### config.mk
export PLATFORM = sky130hd
export DESIGN_NAME = prbs_err_window
export DESIGN_NICKNAME = d
export VERILOG_FILES = /design/src/rtl/prbs_err_window.sv
export SDC_FILE = /design/constraint.sdc
export NUM_CORES = 1
export LEC_CHECK = 0
export ABC_AREA = 1
export BUFFER_PORTS_ARGS = -buffer_cell sky130_fd_sc_hd__buf_2
export CAP_MARGIN = 20
export CORE_AREA = 2 2 39 41
export CTS_CLUSTER_SIZE = 8
export DETAILED_ROUTE_END_ITERATION = 7
export DIE_AREA = 0 0 41 43
export GPL_TIMING_DRIVEN = 0
export PLACE_DENSITY_LB_ADDON = 0.08
export SLEW_MARGIN = 15
export SYNTH_ARGS = -nofsm -noshare
export SYNTH_HDL_FRONTEND = slang
export SYNTH_SLANG_ARGS = --single-unit
### constraint.sdc
create_clock -name clk -period 1.6 [get_ports clk]
set_input_delay 0.08 -clock clk [delete_from_list [all_inputs] [get_ports clk]]
set_output_delay 0.08 -clock clk [all_outputs]
set_load 0.05 [all_outputs]
### src/rtl/prbs_err_window.sv
module prbs_err_window #(
    parameter int WIN    = 64,
    parameter int THRESH = 8
) (
    input  logic clk,
    input  logic rst_n,
    input  logic clear,
    input  logic step,
    input  logic miss,
    output logic trip
);
    localparam int WIN_W = (WIN > 1) ? $clog2(WIN) : 1;
    localparam int MIS_W = $clog2(THRESH + 2);

    typedef struct packed {
        logic [WIN_W-1:0] win;
        logic [MIS_W-1:0] mis;
    } win_t;

    win_t q, d;
    logic [MIS_W-1:0] mis_n;

    always_comb begin
        mis_n = q.mis + MIS_W'(miss);
        trip  = step && miss && (int'(mis_n) > THRESH);
        d     = q;
        if (clear || trip) begin
            d = '0;
        end else if (step) begin
            if (int'(q.win) == WIN - 1) begin
                d = '0;
            end else begin
                d.win = q.win + 1'b1;
                d.mis = mis_n;
            end
        end
    end

    always_ff @(posedge clk) begin
        if (!rst_n) q <= '0;
        else        q <= d;
    end


    mis_bound_chk: assert property (@(posedge clk) disable iff (!rst_n)
        int'(q.mis) <= THRESH);

    win_reset_chk: assert property (@(posedge clk) disable iff (!rst_n)
        (step && !clear && int'(q.win) == WIN - 1) |=> (q.win == '0 && q.mis == '0));
endmodule

# ---- Yosys cells after proc, flatten, opt, wreduce, memory -nomap -nowiden
# Index checks and enable logic that the tools add are counted.
dict set report totals {
  register_bits 10
  input_bits 5
  word_cells 12
  output_inout_bits 1
}
dict set report op_classes {
  n_bitwise 1
  mux 1
  n_eq_ne 1
  reduce_logical 4
  addsub 2
  order_cmp 1
}
# op n
set op_table {}
lappend op_table {{10-bit two-way mux} 1}
lappend op_table {{6-bit by 1-bit adder with 6-bit output (second input constant)} 1}
lappend op_table {{6-bit by 1-bit equality test with 1-bit output (second input constant)} 1}
lappend op_table {{4-bit by 1-bit adder with 4-bit output} 1}
lappend op_table {{4-bit greater-than comparator (second input constant)} 1}
lappend op_table {{1-bit logical AND} 2}
lappend op_table {{2-bit OR reduction} 1}
lappend op_table {{1-bit logical OR} 1}
lappend op_table {{1-bit inverter} 1}

# ---- Longest topological paths before layout
# Gate-level depths: netlist (run 1).
dict set report depth {
  ltp_word 5
  depth_mapped 9
  ltp_nobuf 9
}

# ---- Worst setup path after synthesis (run 1)
# OpenSTA, ideal clock, no wires.
dict set report synth_path {
  path_type {reg-to-output}
  from {reg q[0] (netlist name)}
  to {out trip}
  arrival_time_ps 1338
  stages_incl_launch_ff 7
  path_buffers 0
  setup_slack_ps 182
  required_ps 1520
  path_cell_list {dfxtp_1 -> ha_1 -> ha_1 -> nor2_1 -> nand3_2 -> nand3_2 -> inv_1}
}
dict set report synth_between {
  elab_chain_cells 3
}
# item line_no
set synth_lines {}
lappend synth_lines {{start: declaration} 20} ;# win_t q, d;
lappend synth_lines {{start signal: assignment} 40} ;# if (!rst_n) q <= '0;
lappend synth_lines {{start signal: assignment} 41} ;# else q <= d;
lappend synth_lines {{4-bit by 1-bit adder with 4-bit output} 24} ;# mis_n = q.mis + MIS_W'(miss);
lappend synth_lines {{4-bit greater-than comparator} 25} ;# trip = step && miss && (int'(mis_n) > THRESH);
lappend synth_lines {{1-bit logical AND} 25}
lappend synth_lines {{end: declaration} 10} ;# output logic trip
# No other way between the ends.

# ---- Worst setup path after layout (run 1)
# Ends and elaborated chain as after synthesis.

==> results_dict.tcl, run 1 <==
set metrics [dict create \
    pwr_density_cell_nw_per_um2 634 \
    reg.largest.list "q: 10 flops" \
    path_delay_family "adder cells" \
    largest_reg_flops 10 \
    n_fill_cell 149 \
    grt_pass1_wl_um 1880 \
    clk_latency_ns 0.26 \
    power_w 0.000462 \
    slowest_stage "dfxtp_2" \
    r2r_setup_slack_ns 0.31 \
    cts_hold_buffers 0 \
    fin_crit_sh 0.963 \
    avgViaCountPerCell 4.50 \
    finalSetupViolCount 0 \
    arrival_ns 1.46 \
    yosys_warnings 0 \
    route.detailed.wl_per_inst_um 9.13 \
    root_buffer "clkbuf_4" \
    final_cells 119 \
    fin_nets 113 \
    dieHeight_um 43 \
    synth_seq_area_share 0.331 \
    die_w_um 41 \
    crit_path_start_kind "flop" \
    cts_tree "done" \
    grt_start_max_net_pins 11 \
    clkSlewWorstSetupHoldPaths_ns 0.06 \
    crit_top_cell "ha_4" \
    cp_max_fo 3 \
    cp-end-kind "primary output" \
    final_common_cell "nand2_1" \
    placed_area_sq_um 649 \
    io_pins 6 \
    synth_nets 102 \
    max_flop_register "q" \
    max_cap_violations 0 \
    crit_chain "ha_4, ha_4, nor2_2, nand3_2, nand3_4, inv_2, buf_8" \
    avgSynthCellArea_sq_um 6.43 \
    wl_um 1090 \
    ys_ff_latch 10 \
    outcome "complete, no violations" \
    drive_gt1_frac 0.223 \
    cts_made_buffers 3 \
    rsz0062_at_grt "false" \
    grt-ovfl-total 0 \
    hold_viol_final 0 \
    die-area_sq_um 1760 \
    dpl.hpwl_um 775 \
    drtIter0Drc 5 \
    rows 14 \
    worstMarginPinSlew_ns 0.258 \
    design.core.area_sq_um 1380 \
    synth.distinct_cells 14 \
    port_buffers 5 \
    antenna_found_initial 0 \
    grt_usage 0.160 \
    start_util 0.437 \
    cpPeakStageDelay_ns 0.34 \
    placed_cells 115 \
    fmax_mhz 649 \
    syn_inst 94 \
    ant_nets 0 \
    htree_num_levels 1 \
    maxSlewHeadroom 0.828 \
    syn-cell-area_sq_um 604 \
    holdWs_ns 0.120 \
    post-route-min-period_ns 1.54 \
    required_ns 1.52 \
    crit_buf_inv 2 \
    final_cell_mix "nand2_1, nor2_1, inv_1, dfxtp_1, nand3_1" \
    setup_tns_ns 0 \
    slew_viol_final 0 \
    dr.pass1.iters 4 \
    critPathKind "flop to primary output" \
    cts_sinks 10 \
    diodes 0 \
    grt_pass1_vias 507 \
    areaGrowthSynthToFinish_pct 20.5 \
    hold_path.class "input port to flop" \
    vias 536 \
    drc_errors 0 \
    skew_ns 0.00161 \
    gp_congestion 0.740 \
    final_cell_area_sq_um 728 \
    leakagePower_nw 0.335 \
    cts_buffer_depth 2 \
    ir_drop_v 0.000523 \
]
==> layer usage <==
layer	global-route usage	wire (um)	vias up
met5	0	0	-
met4	0.120	19	0
met3	0.0314	16	4
met2	0.259	511	5
met1	0.170	538	224
li1	-	-	303
==> synth_stat cells <==
master   instances  area share
nand2_2          2       0.021
nand4_1          2       0.021
inv_1           16       0.099
xor2_1           1       0.014
nand2_4          1       0.019
nand3_2          3       0.050
nand3_1          8       0.066
or2_2            1       0.010
dfxtp_1         10        0.33
nand2_1         27        0.17
ha_1             3       0.062
nor2_1          18        0.11
xnor2_1          1       0.014
buf_4            1       0.012
==> kinds of logic (layout without fill, tap and decap cells) <==
group | Yosys count | count (layout) | share of synthesized area
XOR/XNOR | 2 | 2 | 0.0290
AND/OR/NAND/NOR | 62 | 62 | 0.466
adder cells (fa/ha/maj) | 3 | 3 | 0.0621
flip-flops | 10 | 10 | 0.331
buffers and inverters | 17 | 26 | 0.112
==> final cells by class <==
class,instances,area (sq um),share of cell area
sequential,10,201,0.277
timing repair buffer,6,42.5,0.0584
multi-input combinational,67,374,0.514
clock buffer,3,22.5,0.0309
inverter,16,60.1,0.0825
tap,16,20.0,0.0275
buffer,1,7.51,0.0103
==> final timing paths <==
path,depth (start not counted),end,from
worst max register to register,7,q[3],q[0]
worst max-delay path,7,trip,q[0]
worst min register to register,4,q[4],q[4]
worst min-delay path,4,q[4],step
==> timing repair <==
item,in CTS,in global routing
endpoints found under the setup margin,1,1
buffers inserted,0,1
gates resized for setup,7,4
pin swaps,1,3
==> power breakdown <==
part	leakage [nW]	switching (W)	total (W)	internal, W
registers	0.0813	0.00000261	0.000255	0.000252
clock network	0.0138	0.0000756	0.000162	0.0000863
logic	0.240	0.0000263	0.0000454	0.0000191
==> tightest hold or removal path, delay by kind of cell <==
| family | cells | cell delay, ns |
|---|---|---|
| AND/OR/NAND/NOR | 3 | 0.17 |
| buffers and inverters | 1 | 0.09 |
==> metrics by stage <==
step           utilization  setup WS, ns
4_1_cts              0.511        0.0326
5_1_grt              0.526       0.00185
3_5_place_dp         0.469         0.113
3_3_place_gp         0.469         0.113
6_report             0.526        0.0588
2_1_floorplan            -         0.182
Note: power is estimated with default switching activity, not from simulation.
==> inputs of run 2 (changes only) <==
Settings changed: REMOVE_ABC_BUFFERS set to 1.
==> run 2 against run 1 <==
Net effect:
- clock skew fell by 0.0011 ns
- worst setup slack improved by 0.023 ns
- flip-flop and latch count did not move
- core utilization fell by 1.3 points
- via count rose by 0.75%
- sequential power barely moved
- first-iteration DRC count fell by 20%
- die area did not move
- largest cell class unchanged
==> results_dict.tcl, run 2 (synthesis results as in run 1) <==
set metrics [dict create \
    diodes 0 \
    cp-end-kind "primary output" \
    worstMarginPinSlew_ns 0.248 \
    placed_area_sq_um 642 \
    cpPeakStageDelay_ns 0.33 \
    root_buffer "clkbuf_4" \
    combPwrFrac 0.091 \
    final_common_cell "nand2_1" \
    post-route-min-period_ns 1.52 \
    final_cell_mix "nand2_1, nor2_1, inv_1, dfxtp_1, nand3_1" \
    hold_viol_final 0 \
    max_flop_register "q" \
    drive_gt1_frac 0.198 \
    dr.pass1.iters 4 \
    route.detailed.wl_per_inst_um 9.36 \
    leakagePower_nw 0.324 \
    avgViaCountPerCell 4.62 \
    max_cap_violations 0 \
    swShare 0.231 \
    arrival_ns 1.44 \
    slowest_stage "dfxtp_2" \
    cts_made_buffers 3 \
    cts_setup_buffers 0 \
    path_delay_family "adder cells" \
    drc_errors 0 \
    seqPwrFrac 0.550 \
    cp_max_fo 4 \
    hold_path.startpoint "clear" \
    maxSlewHeadroom 0.834 \
    cts_buffer_depth 2 \
    postLayoutCoreUtil 0.514 \
    power.internal_w 0.000355 \
    cts_sinks 10 \
    finalSetupViolCount 0 \
    crit_path_start_kind "flop" \
    crit_top_cell "ha_4" \
    rows 14 \
    skew_ns 0.000503 \
    dpl.hpwl_um 788 \
    crit_buf_inv 2 \
    vias 540 \
    critPathKind "flop to primary output" \
    setup_tns_ns 0 \
    clkSlewWorstSetupHoldPaths_ns 0.06 \
    clk_latency_ns 0.26 \
    crit_chain "ha_4, ha_4, nor2_2, nand3_2, nand3_4, inv_2, buf_8" \
    port_buffers 5 \
    pwr_density_cell_nw_per_um2 650 \
    hold_path.class "input port to flop" \
    fmax_mhz 659 \
    p_clk_frac 0.359 \
    start_util 0.437 \
    reg.largest.list "q: 10 flops" \
    htree_num_levels 1 \
    ir_drop_v 0.000402 \
    grt_pass1_wl_um 1860 \
    antenna_found_initial 0 \
    r2r_setup_slack_ns 0.30 \
    cts_tree "done" \
    rsz0062_at_grt "false" \
    design.core.area_sq_um 1380 \
    grt_usage 0.156 \
    final_cell_area_sq_um 711 \
    grt_start_max_net_pins 12 \
    power_switching_w 0.000107 \
    wl_um 1100 \
    outcome "complete, no violations" \
    crit_start "q[0]" \
    drtIter0Drc 4 \
    fin_crit_sh 0.949 \
    ant_nets 0 \
    io_pins 6 \
    fin_nets 111 \
    die_w_um 41 \
    slew_viol_final 0 \
    areaGrowthSynthToFinish_pct 17.6 \
    grt_pass1_vias 472 \
    dieHeight_um 43 \
    die-area_sq_um 1760 \
    crit-reg2reg-launch "q[5]" \
    required_ns 1.52 \
    gp_congestion 0.697 \
    largest_reg_flops 10 \
    grt-ovfl-total 0 \
]
run 2: changes by cell type in the layout (fill, tap and decap cells not counted):
cell     change
nand2_1      +1
nand2_2      -1
buf_4        -2
run 2: layout make-up:
type / count / area [sq um]
Multi-Input combinational cell: 67 / 372
Inverter: 16 / 60.1
Timing Repair Buffer: 5 / 35.0
Sequential cell: 10 / 201
Clock buffer: 3 / 22.5
Fill cell: 158 / 673
Tap cell: 16 / 20.0
run 2: path summary, 6_finish.rpt:
kind | to | cells after the start
max | trip | 7
min | q[0] | 4
max reg2reg | q[3] | 8
min reg2reg | q[4] | 4
run 2: layer usage:
metal	vias up	track usage	share of wire
met2	11	0.241	0.47
met4	0	0.120	0.0073
met1	228	0.185	0.48
li1	299	-	-
met5	-	0	0
met3	2	0.0157	0.034
run 2: timing repair:
action | 4_1_cts | 5_1_grt
resized for setup | 7 | 3
hold buffers | 0 | 0
endpoints found under the hold margin | 0 | 0
pin swaps | 1 | 2
setup endpoints to repair | 1 | 1
run 2: worst min-delay path: cells and delay by family:
family,cells,cell delay [ns]
buf+inv,1,0.07
simple gates,3,0.22
run 2: through the flow:
step                instances  worst slack [ns]  hold slack (ns)  total power [W]
floorplan                  93             0.182            0.265         0.000283
finish                    117            0.0817            0.158         0.000462
global route              117           0.00642            0.180         0.000486
global placement          114             0.112            0.436         0.000296
detailed placement        114             0.112            0.439         0.000296
CTS                       117            0.0233            0.156         0.000470
run 2: power by group through the flow:
stage / Clock (W) / Combinational [W] / Sequential (W)
global placement: 0 / 0.0000369 / 0.000259
floorplan: 0 / 0.0000242 / 0.000259
finish: 0.000166 / 0.0000421 / 0.000254
global route: 0.000183 / 0.0000484 / 0.000255
CTS: 0.000174 / 0.0000420 / 0.000254
detailed placement: 0 / 0.0000371 / 0.000259
